--- src/rtl/rxp_pkg.sv ---
package rxp_pkg;
  // command vector indices (index i = command bit 16+i)
  localparam int CMD_W      = 16;
  localparam int C_POP8     = 0;
  localparam int C_POP16    = 1;
  localparam int C_FLUSH    = 2;
  localparam int C_RSVD     = 3;
  localparam int C_CLR_SOF  = 4;
  localparam int C_CLR_SFD  = 5;
  localparam int C_CLR_EOF  = 6;
  localparam int C_CLR_ERR  = 7;
  // status flag positions
  localparam int NFLAG      = 4;
  localparam int F_SOF      = 0;
  localparam int F_SFD      = 1;
  localparam int F_EOF      = 2;
  localparam int F_ERR      = 3;
  typedef logic [NFLAG-1:0] flag_vec_t;
endpackage

--- src/rtl/rxp_byte_fifo.sv ---
module rxp_byte_fifo #(
  parameter int DEPTH = 8,  // power of two, at least 2
  parameter int DW    = 8
) (
  input  logic                         clk,
  input  logic                         rst,
  input  logic                         flush,
  input  logic                         wr_en,
  input  logic [DW-1:0]                wr_data,
  input  logic [1:0]                   pop_n,
  output logic [DW-1:0]                head0,
  output logic [DW-1:0]                head1,
  output logic [$clog2(DEPTH+1)-1:0]   count,
  output logic                         ovf_ev
);
  localparam int AW = $clog2(DEPTH);
  localparam int CW = $clog2(DEPTH+1);

  logic [DW-1:0] mem [DEPTH];
  logic [AW-1:0] wr_ptr, rd_ptr, rd_nx;
  logic          full, wr_ok;

  assign full   = (count == CW'(DEPTH));
  assign wr_ok  = wr_en && !flush && !full;
  assign ovf_ev = wr_en && !flush && full;
  assign rd_nx  = rd_ptr + AW'(1);

  // storage without reset so it maps to RAM
  always_ff @(posedge clk) begin
    if (wr_ok) mem[wr_ptr] <= wr_data;
  end

  assign head0 = mem[rd_ptr];
  assign head1 = mem[rd_nx];

  always_ff @(posedge clk) begin
    if (rst || flush) begin
      wr_ptr <= '0;
      rd_ptr <= '0;
      count  <= '0;
    end else begin
      if (wr_ok) wr_ptr <= wr_ptr + AW'(1);
      rd_ptr <= rd_ptr + AW'(pop_n);
      count  <= count + CW'(wr_ok) - CW'(pop_n);
    end
  end

  AST_NO_OVERFLOW: assert property (@(posedge clk) disable iff (rst)
    count <= CW'(DEPTH));
  AST_POP_WITHIN: assert property (@(posedge clk) disable iff (rst)
    CW'(pop_n) <= count);
endmodule

--- src/rtl/rxp_frame_gate.sv ---
module rxp_frame_gate (
  input  logic clk,
  input  logic rst,
  input  logic flush,
  input  logic in_valid,
  input  logic in_sof,
  input  logic in_eof,
  output logic acc,
  output logic sof_ev,
  output logic eof_ev,
  output logic drop
);
  logic in_frame, discard;

  assign discard = drop && !(in_valid && in_sof);
  assign acc     = in_valid && !discard;
  assign sof_ev  = in_valid && in_sof;
  assign eof_ev  = acc && in_eof;

  always_ff @(posedge clk) begin
    if (rst) begin
      in_frame <= 1'b0;
      drop     <= 1'b0;
    end else if (flush) begin
      in_frame <= 1'b0;
      drop     <= in_frame || (in_valid && in_sof && !in_eof);
    end else begin
      if (in_valid && in_sof) drop <= 1'b0;
      if (acc && in_sof && !in_eof)   in_frame <= 1'b1;
      else if (acc && in_eof)         in_frame <= 1'b0;
    end
  end

  AST_SOF_REOPENS: assert property (@(posedge clk) disable iff (rst)
    (in_valid && in_sof && !flush) |=> !drop);
endmodule

--- src/rtl/rxp_sticky.sv ---
module rxp_sticky
  import rxp_pkg::*;
(
  input  logic      clk,
  input  logic      rst,
  input  flag_vec_t ev,
  input  flag_vec_t clr,
  input  logic      ovf_ev,
  input  logic      flush,
  output flag_vec_t st,
  output logic      ovf
);
  for (genvar i = 0; i < NFLAG; i++) begin : g_flag
    logic f_q;
    always_ff @(posedge clk) begin
      if (rst)         f_q <= 1'b0;
      else if (ev[i])  f_q <= 1'b1;  // hardware event beats clear
      else if (clr[i]) f_q <= 1'b0;
    end
    assign st[i] = f_q;

    AST_SET_WINS: assert property (@(posedge clk) disable iff (rst)
      ev[i] |=> st[i]);
    AST_CLEAR_TAKES: assert property (@(posedge clk) disable iff (rst)
      (clr[i] && !ev[i]) |=> !st[i]);
  end

  always_ff @(posedge clk) begin
    if (rst || flush) ovf <= 1'b0;
    else if (ovf_ev)  ovf <= 1'b1;
  end

  AST_OVF_STICKY: assert property (@(posedge clk) disable iff (rst)
    (ovf && !flush) |=> ovf);
endmodule

--- src/rtl/rxp_read_port.sv ---
module rxp_read_port #(
  parameter int DW = 8,
  parameter int CW = 4
) (
  input  logic            clk,
  input  logic            rst,
  input  logic            flush,
  input  logic            pop8,
  input  logic            pop16,
  input  logic [DW-1:0]   head0,
  input  logic [DW-1:0]   head1,
  input  logic [CW-1:0]   count,
  output logic [1:0]      pop_n,
  output logic [2*DW-1:0] rd_data,
  output logic            byte_rdy,
  output logic            word_rdy
);
  logic       armed;
  logic       pop_any;
  logic       has1, has2;
  logic [1:0] want;

  assign pop_any = pop8 || pop16;
  assign has1    = (count >= CW'(1));
  assign has2    = (count >= CW'(2));
  assign want    = pop16 ? 2'd2 : (pop8 ? 2'd1 : 2'd0);

  always_comb begin
    if (has2)      pop_n = want;
    else if (has1) pop_n = (want != 2'd0) ? 2'd1 : 2'd0;
    else           pop_n = 2'd0;
  end

  always_ff @(posedge clk) begin
    if (rst || flush) begin
      armed    <= 1'b1;
      byte_rdy <= 1'b0;
      word_rdy <= 1'b0;
      rd_data  <= '0;
    end else if (pop_any) begin
      armed    <= 1'b1;
      byte_rdy <= 1'b0;
      word_rdy <= 1'b0;
    end else if (armed) begin
      byte_rdy <= has1;
      word_rdy <= has2;
      rd_data  <= {has2 ? head1 : {DW{1'b0}}, has1 ? head0 : {DW{1'b0}}};
      if (has2) armed <= 1'b0;
    end
  end

  AST_FLAGS_LOW_AFTER_POP: assert property (@(posedge clk) disable iff (rst)
    pop_any |=> (!byte_rdy && !word_rdy));
  AST_WORD_HAS_BYTE: assert property (@(posedge clk) disable iff (rst)
    word_rdy |-> byte_rdy);
  AST_HOLD_WHEN_FULL: assert property (@(posedge clk) disable iff (rst)
    (word_rdy && !pop_any && !flush) |=> ($stable(rd_data) && word_rdy));
endmodule

--- src/rtl/rx_pop_status.sv ---
module rx_pop_status
  import rxp_pkg::*;
#(
  parameter int DEPTH = 8,
  parameter int DW    = 8
) (
  input  logic            clk,
  input  logic            rst,
  input  logic            in_valid,
  input  logic [DW-1:0]   in_data,
  input  logic            in_sof,
  input  logic            in_sfd,
  input  logic            in_eof,
  input  logic            in_err,
  input  logic [CMD_W-1:0] cmd,
  output logic [2*DW-1:0] rd_data,
  output logic            byte_rdy,
  output logic            word_rdy,
  output logic            st_sof,
  output logic            st_sfd,
  output logic            st_eof,
  output logic            st_err,
  output logic            st_ovf
);
  localparam int CW = $clog2(DEPTH+1);

  logic          flush, acc, sof_ev, eof_ev, drop, ovf_ev;
  logic [1:0]    pop_n;
  logic [DW-1:0] head0, head1;
  logic [CW-1:0] count;
  flag_vec_t     ev, clr, st;
  logic          unused_cmd;

  assign flush      = cmd[C_FLUSH];
  assign unused_cmd = ^{cmd[CMD_W-1:C_CLR_ERR+1], cmd[C_RSVD]};

  rxp_frame_gate u_gate (
    .clk(clk), .rst(rst), .flush(flush), .in_valid(in_valid),
    .in_sof(in_sof), .in_eof(in_eof), .acc(acc), .sof_ev(sof_ev),
    .eof_ev(eof_ev), .drop(drop)
  );

  rxp_byte_fifo #(.DEPTH(DEPTH), .DW(DW)) u_fifo (
    .clk(clk), .rst(rst), .flush(flush), .wr_en(acc), .wr_data(in_data),
    .pop_n(pop_n), .head0(head0), .head1(head1), .count(count),
    .ovf_ev(ovf_ev)
  );

  rxp_read_port #(.DW(DW), .CW(CW)) u_read (
    .clk(clk), .rst(rst), .flush(flush), .pop8(cmd[C_POP8]),
    .pop16(cmd[C_POP16]), .head0(head0), .head1(head1), .count(count),
    .pop_n(pop_n), .rd_data(rd_data), .byte_rdy(byte_rdy),
    .word_rdy(word_rdy)
  );

  always_comb begin
    ev        = '0;
    ev[F_SOF] = sof_ev;
    ev[F_SFD] = in_sfd;
    ev[F_EOF] = eof_ev;
    ev[F_ERR] = in_err;
    clr        = '0;
    clr[F_SOF] = cmd[C_CLR_SOF];
    clr[F_SFD] = cmd[C_CLR_SFD];
    clr[F_EOF] = cmd[C_CLR_EOF];
    clr[F_ERR] = cmd[C_CLR_ERR];
  end

  rxp_sticky u_sticky (
    .clk(clk), .rst(rst), .ev(ev), .clr(clr), .ovf_ev(ovf_ev),
    .flush(flush), .st(st), .ovf(st_ovf)
  );

  assign st_sof = st[F_SOF];
  assign st_sfd = st[F_SFD];
  assign st_eof = st[F_EOF];
  assign st_err = st[F_ERR];

  AST_FLUSH_EMPTIES: assert property (@(posedge clk) disable iff (rst)
    flush |=> (count == '0 && !byte_rdy));
  AST_DISCARD_HOLDS: assert property (@(posedge clk) disable iff (rst)
    (drop && in_valid && !in_sof && !flush && pop_n == 2'd0)
      |=> (count == $past(count)));
endmodule

--- config.mk ---
export PLATFORM = sky130hd
export DESIGN_NAME = rx_pop_status
export DESIGN_NICKNAME = d
export VERILOG_FILES = /design/src/rtl/rxp_pkg.sv /design/src/rtl/rxp_byte_fifo.sv /design/src/rtl/rxp_frame_gate.sv /design/src/rtl/rxp_sticky.sv /design/src/rtl/rxp_read_port.sv /design/src/rtl/rx_pop_status.sv
export SDC_FILE = /design/constraint.sdc
export NUM_CORES = 1
export LEC_CHECK = 0
export ABC_AREA = 0
export BUFFER_PORTS_ARGS = -buffer_cell sky130_fd_sc_hd__buf_2
export CAP_MARGIN = 30
export CORE_UTILIZATION = 40
export DETAILED_ROUTE_END_ITERATION = 8
export PLACE_DENSITY = 0.66
export RECOVER_POWER = 25
export SYNTH_ARGS = -nofsm -noshare
export SYNTH_HDL_FRONTEND = slang
export SYNTH_SLANG_ARGS = --single-unit
--- constraint.sdc ---
create_clock -name clk -period 2.6 [get_ports clk]
set_clock_uncertainty 0.2 [all_clocks]
set_input_delay 0 -clock clk [delete_from_list [all_inputs] [get_ports clk]]
set_output_delay 0 -clock clk [all_outputs]
set_load 0.02 [all_outputs]
==> flow_summary.toml, run 1 <==
[cts]
root_buffer = "clkbuf_8"
clk_pin_slew_ns = 0.10
cts_setup_buffers = 0
h-tree-depth = 3
cts_tree = "done"
cts_made_buffers = 9
cts.sinks = 100
clk_latency_ns = 0.37
clockBufferDepth = 2

[synthesis]
synth-adder-area-share_pct = 3.95
seq_area_frac_synth_pct = 58.7
synthXorXnorAreaFrac_pct = 0.778
synthesis.nets = 322
synthSimpleGateAreaFrac_pct = 7.48
postSynthAreaPerCell_um2 = 16.2
synth_area_mm2 = 0.00450
ys_warn_count = 0
synth_common_cells = "edfxtp_1 (64), dfxtp_1 (36), mux4_2 (22)"
ys_types = 44
synthMuxAreaShare_pct = 19.3
synth.largest_area_cell = "edfxtp_1"
synth-async-reset-ratio_pct = 0
synth_top_family_by_area = "multiplexers"
synthFlopType = "edfxtp_1"
synth-edff-count = 64
netlist_instances = 278
ys_ff_latch = 100
synth_area_leaders = "edfxtp_1 (43%), dfxtp_1 (16%), mux4_2 (11%)"
yosysTopAreaCellShare_pct = 42.7
synth_compound_area_share_pct = 5.84
post-synth-top-count-cell = "edfxtp_1"

[global_routing]
track_usage_pct = 16.8
grt_max_degree = 34
grt_pass1_vias = 2683
antenna_found_initial = 0
grt.overflow.total = 0
grt_pass1_wl_um = 14200

[floorplan]
fp.dieArea_mm2 = 0.0117
die_w_um = 108
pin_count = 54
die_h_um = 108
floorplan.initialDensity_pct = 41.3
num_rows = 38
core-area_mm2 = 0.0109

[place]
port_buffers = 44
gp_congestion = 0.719
dp_hpwl_um = 5790
dp_cells = 466

[drt]
dr.first_iter.drc_count = 118
vias_per_cell = 5.23
totalWireLength_um = 9060
vias = 2679
drtAntennaViolNets = 0
drtPass1Iterations = 4
drc = 0
wl_per_cell_um = 17.7

[layout]
fin_cells = 512
nets = 411
drive_gt1_share_pct = 29.6
area_growth_pct = 19.9
insertedDiodeCount = 0
final_util_pct = 49.6

[worst_setup_path]
crit_type = "reg2reg"
r2r_setup_slack_ns = 0.17
crit_path_max_fanout = 4
required_ns = 2.67
cp-start-kind = "flop"
critPathCaptureType = "flop"
arrival_ns = 2.50
r2r_cells = 12

[timing]
setup_violations = 0
timing.final.crit_share_pct = 93.5
drv_slew = 0
hold_violations = 0
slew_headroom_pct = 63.0
worst-slew-pin-transition_ns = 0.555
clock.fmax_ghz = 0.411
finalCriticalPeriod_ns = 2.43

[pwr]
power_density_mw_per_mm2 = 704
ir_drop_uv = 326
p_leak_nw = 1.97

[run]
cap_violations = 0

[run_status]
status = "finished clean"

[min_path]
min_path_cells = 5
hp-class = "in2reg"
sequential cells by signal, indices dropped and copies added, names as in the netlist:
signal	cells
u_gate.in_frame	1
u_fifo.mem	64
u_sticky.ovf	1
u_read.word_rdy	1
u_read.byte_rdy	1
u_fifo.count	4
u_read.rd_data	16
u_read.armed	1
u_fifo.rd_ptr	3
u_gate.drop	1
u_fifo.wr_ptr	3
u_sticky.g_flag.f_q	4
worst max-delay path, cell delays in order, from the launching register on:
cell	delay, ns
dfxtp_1	0.32
inv_2	0.08
ha_1	0.18
a21boi_1	0.21
mux2i_1	0.14
nor2_4	0.11
ha_2	0.27
inv_1	0.05
ha_1	0.16
inv_1	0.06
fa_1	0.37
xor2_1	0.13
nor2_1	0.05
per-stage QoR:
stage | worst slack [ns] | hold slack (ns) | power (W) | area [um2] | TNS [ns]
6_report | 0.169 | 0.184 | 0.00380 | 5400 | 0
5_1_grt | -0.00760 | 0.221 | 0.00403 | 5400 | -0.00760
4_1_cts | 0.0540 | 0.124 | 0.00381 | 5390 | 0
3_5_place_dp | 0.0693 | 0.0177 | 0.00282 | 4900 | 0
3_3_place_gp | 0.102 | 0.00966 | 0.00280 | 4900 | 0
2_1_floorplan | 0.181 | -0.101 | 0.00264 | 4500 | 0
timing repair:
item / in CTS / in global routing
hold buffers: 30 / 0
endpoints found under the setup margin: 0 / 3
gates resized for setup: 0 / 6
endpoints found under the hold margin: 84 / 0
final cells by class:
class / count / area [um2]
fill: 887 / 5490
sequential: 100 / 2640
multi-input combinational: 152 / 1690
timing repair buffer: 90 / 643
tap: 140 / 175
clock buffer: 9 / 124
clock inverter: 7 / 65.1
inverter: 14 / 52.6
routing by layer:
| layer | routed length (um) | vias up | GRT usage (%) |
|---|---|---|---|
| met1 | 4070 | 1349 | 21.6 |
| li1 | - | 1265 | - |
| met2 | 4510 | 53 | 27.4 |
| met5 | 0 | - | 0 |
| met3 | 313 | 12 | 3.62 |
| met4 | 171 | 0 | 7.05 |
kinds of logic (layout without fill, tap and decap cells):
kind of cell    after synthesis  count (layout)
flops                       100             100
buf+inv                      26             120
fa+ha+maj                    13              13
simple gates                 59              59
xor+xnor                      4               4
mux                          42              42
compound gates               34              34
path summary, 6_finish.rpt:
kind	startpoint	end
max	u_fifo.count[2]$_SDFF_PP0_	u_fifo.count[2]$_SDFF_PP0_
min	in_sof	u_fifo.wr_ptr[1]$_SDFFE_PP0N_
max reg2reg	u_fifo.count[2]$_SDFF_PP0_	u_fifo.count[2]$_SDFF_PP0_
min reg2reg	u_sticky.ovf$_SDFFE_PP0P_	u_sticky.ovf$_SDFFE_PP0P_
where the power goes:
part | total (W) | internal, W | leakage (nW) | switching (W)
combinational | 0.00105 | 0.000555 | 1.01 | 0.000493
clock | 0.000960 | 0.000373 | 0.0947 | 0.000586
sequential | 0.00179 | 0.00175 | 0.870 | 0.0000409
layout by cell type (no fill, tap or decap), types with 2 or more instances in the layout:
| cell type | netlist | final |
|---|---|---|
| a21oi_1 | 9 | 9 |
| a221o_1 | 8 | 8 |
| a22o_1 | 8 | 8 |
| and2_1 | 2 | 2 |
| buf_2 | 3 | 36 |
| buf_4 | 0 | 15 |
| clkbuf_1 | 0 | 8 |
| clkbuf_8 | 1 | 9 |
| dfxtp_1 | 36 | 36 |
| dlygate4sd3_1 | 0 | 30 |
| edfxtp_1 | 64 | 64 |
| fa_1 | 2 | 2 |
| ha_1 | 11 | 9 |
| ha_2 | 0 | 2 |
| inv_1 | 14 | 13 |
| inv_6 | 0 | 3 |
| inv_8 | 0 | 2 |
| mux2_2 | 8 | 8 |
| mux2i_1 | 2 | 2 |
| mux4_1 | 10 | 10 |
| mux4_2 | 22 | 22 |
| nand2_1 | 7 | 7 |
| nand2b_1 | 6 | 6 |
| nand3b_1 | 2 | 2 |
| nor2_1 | 21 | 20 |
| nor2b_1 | 9 | 9 |
| nor3_1 | 3 | 3 |
| o21ai_0 | 2 | 2 |
| xor2_1 | 3 | 3 |
Power figures use the tool's default switching activity.
==> inputs of run 2 (changes only) <==
Settings changed: BUFFER_PORTS_ARGS -buffer_cell sky130_fd_sc_hd__buf_2 to -buffer_cell sky130_fd_sc_hd__clkbuf_2, CORE_ASPECT_RATIO from default to 0.9.
==> run 2 against run 1 <==
Compared with the run above: combinational power about the same; global-route usage fell by 0.56 points; final cell count increased by 2.1%; sequential share of layout area fell by 0.72 points; sequential cell count unchanged; clock power up 31%; critical path depth unchanged; first-iteration DRC count grew 7.6%; core utilization up 0.68 points; wire length is 2.5% lower; cell area rose by 1.5%; register-to-register slack got worse by 0.07 ns; critical endpoint unchanged; largest cell class unchanged; highest routed layer unchanged.
==> flow_summary.toml, run 2 (synthesis results as in run 1) <==
[layout]
largest_reg_flops = 64
final_cell_mix = "edfxtp_1 (64), clkbuf_2 (38), dfxtp_1 (36)"
area_growth_pct = 21.7
regArea_mm2 = 0.00264
max_flop_register = "u_fifo.mem"
fin_cells = 523
reg_top3 = "u_fifo.mem: 64 flops, u_read.rd_data: 16 flops"
final_util_pct = 50.2
final_common_cell = "edfxtp_1"
nets = 409
multi_input_area_mm2 = 0.00169
fillerInstances = 934
drive_gt1_share_pct = 29.2

[timing]
whs_ns = 0.146
finalCriticalPeriod_ns = 2.50
timing.final.crit_share_pct = 96.1
setup_violations = 0
slew_headroom_pct = 63.8
tns_ns = 0
drv_slew = 0
worst-slew-pin-transition_ns = 0.542
hold_violations = 0
clock.fmax_ghz = 0.400

[drt]
totalWireLength_um = 8830
vias_per_cell = 5.13
route.met2.wl_um = 4470
drtAntennaViolNets = 0
wl_met3_um = 477
drtPass1Iterations = 4
vias = 2684
routed.top_layer = "met4"
drc = 0
met1_length_um = 3690
wl_per_cell_um = 16.9
dr.first_iter.drc_count = 127

[global_routing]
antenna_found_initial = 1
grt.overflow.total = 0
grt_pass1_wl_um = 13800
grt_pass1_vias = 2715
track_usage_pct = 16.2
grt_max_degree = 22

[cts]
clk_pin_slew_ns = 0.07
clk_latency_ns = 0.34
cts.sinks = 100
clockBufferDepth = 2
cts_made_buffers = 9
root_buffer = "clkbuf_16"
h-tree-depth = 3
cts_tree = "done"

[pwr]
p_seq_share_pct = 43.7
p_total_w = 0.00409
swShare_pct = 27.6
ir_drop_uv = 319
power_frac_clock_pct = 30.9
p_leak_nw = 2.00
power_density_mw_per_mm2 = 747
combPwrFrac_pct = 25.4
p_int_w = 0.00296
power_switching_w = 0.00113

[min_path]
hp-class = "in2reg"

[place]
dp_hpwl_um = 5910
port_buffers = 44
gp_congestion = 0.770
dp_cells = 477

[floorplan]
die_w_um = 114
fp.dieArea_mm2 = 0.0117
core-area_mm2 = 0.0109
floorplan.initialDensity_pct = 41.3
pin_count = 54
die_h_um = 103
num_rows = 36

[worst_setup_path]
required_ns = 2.63
crit_type = "reg2reg"
critPathCaptureType = "flop"
cp-start-kind = "flop"
crit_path_max_fanout = 4
arrival_ns = 2.53

[run_status]
status = "finished clean"

[run]
cap_violations = 0
==> run 2: cell count changes in the layout (fill, tap and decap cells not counted), moves of 2 or more <==
| cell | change |
|---|---|
| buf_2 | -36 |
| clkbuf_8 | -9 |
| ha_1 | +2 |
| inv_6 | -2 |
| clkbuf_2 | +38 |
| ha_2 | -2 |
| clkbuf_16 | +9 |
==> run 2: critical path, cell delays in order, from the launching register on <==
cell	delay (ns)
dfxtp_1	0.30
inv_1	0.11
ha_1	0.22
o21ai_0	0.09
and2_2	0.22
nor2_2	0.17
ha_1	0.25
inv_1	0.05
ha_1	0.16
inv_1	0.06
fa_1	0.37
xor2_1	0.13
nor2_1	0.05
==> run 2: power groups by stage <==
stage | sequential, W | clock [W] | combinational (W)
2_1_floorplan | 0.00184 | 0 | 0.000808
3_3_place_gp | 0.00182 | 0 | 0.000970
3_5_place_dp | 0.00182 | 0 | 0.000996
4_1_cts | 0.00179 | 0.00129 | 0.00104
5_1_grt | 0.00179 | 0.00134 | 0.00116
6_report | 0.00179 | 0.00126 | 0.00104
==> run 2: path summary, 6_finish.rpt <==
check	from	to	slack (ns)	cells past startpoint
hold reg to reg	u_sticky.ovf$_SDFFE_PP0P_	u_sticky.ovf$_SDFFE_PP0P_	0.25	2
setup reg to reg	u_fifo.count[2]$_SDFF_PP0_	u_fifo.count[2]$_SDFF_PP0_	0.10	12
hold / removal	in_sof	u_fifo.wr_ptr[1]$_SDFFE_PP0N_	0.15	5
setup / recovery	u_fifo.count[2]$_SDFF_PP0_	u_fifo.count[2]$_SDFF_PP0_	0.10	12
==> run 2: what timing repair did <==
action | 4_1_cts | 5_1_grt
gates resized for setup | 0 | 3
endpoints found under the setup margin | 0 | 3
hold buffers | 29 | 0
setup buffers | 0 | 0
hold endpoints to repair | 79 | 0
==> run 2: final cells by class <==
type	count	area share, %
Timing Repair Buffer	88	11.2
Tap cell	152	3.47
Multi-Input combinational cell	152	30.8
Sequential cell	100	48.3
Antenna cell	1	0.0457
Inverter	14	0.960
Clock buffer	10	4.18
Clock inverter	6	1.03
==> run 2: routing by layer <==
layer	up-vias	track usage (%)
met1	1326	19.5
li1	1270	-
met2	72	28.7
met5	-	0
met3	16	3.23
met4	0	7.09
==> run 2: metrics by stage <==
stage                     setup slack, ns  area, um2
final                               0.100       5480
after global routing              -0.0234       5470
after CTS                          0.0382       5470
after detailed placement           0.0658       4900
after global placement             0.0999       4900
after floorplan                     0.181       4500
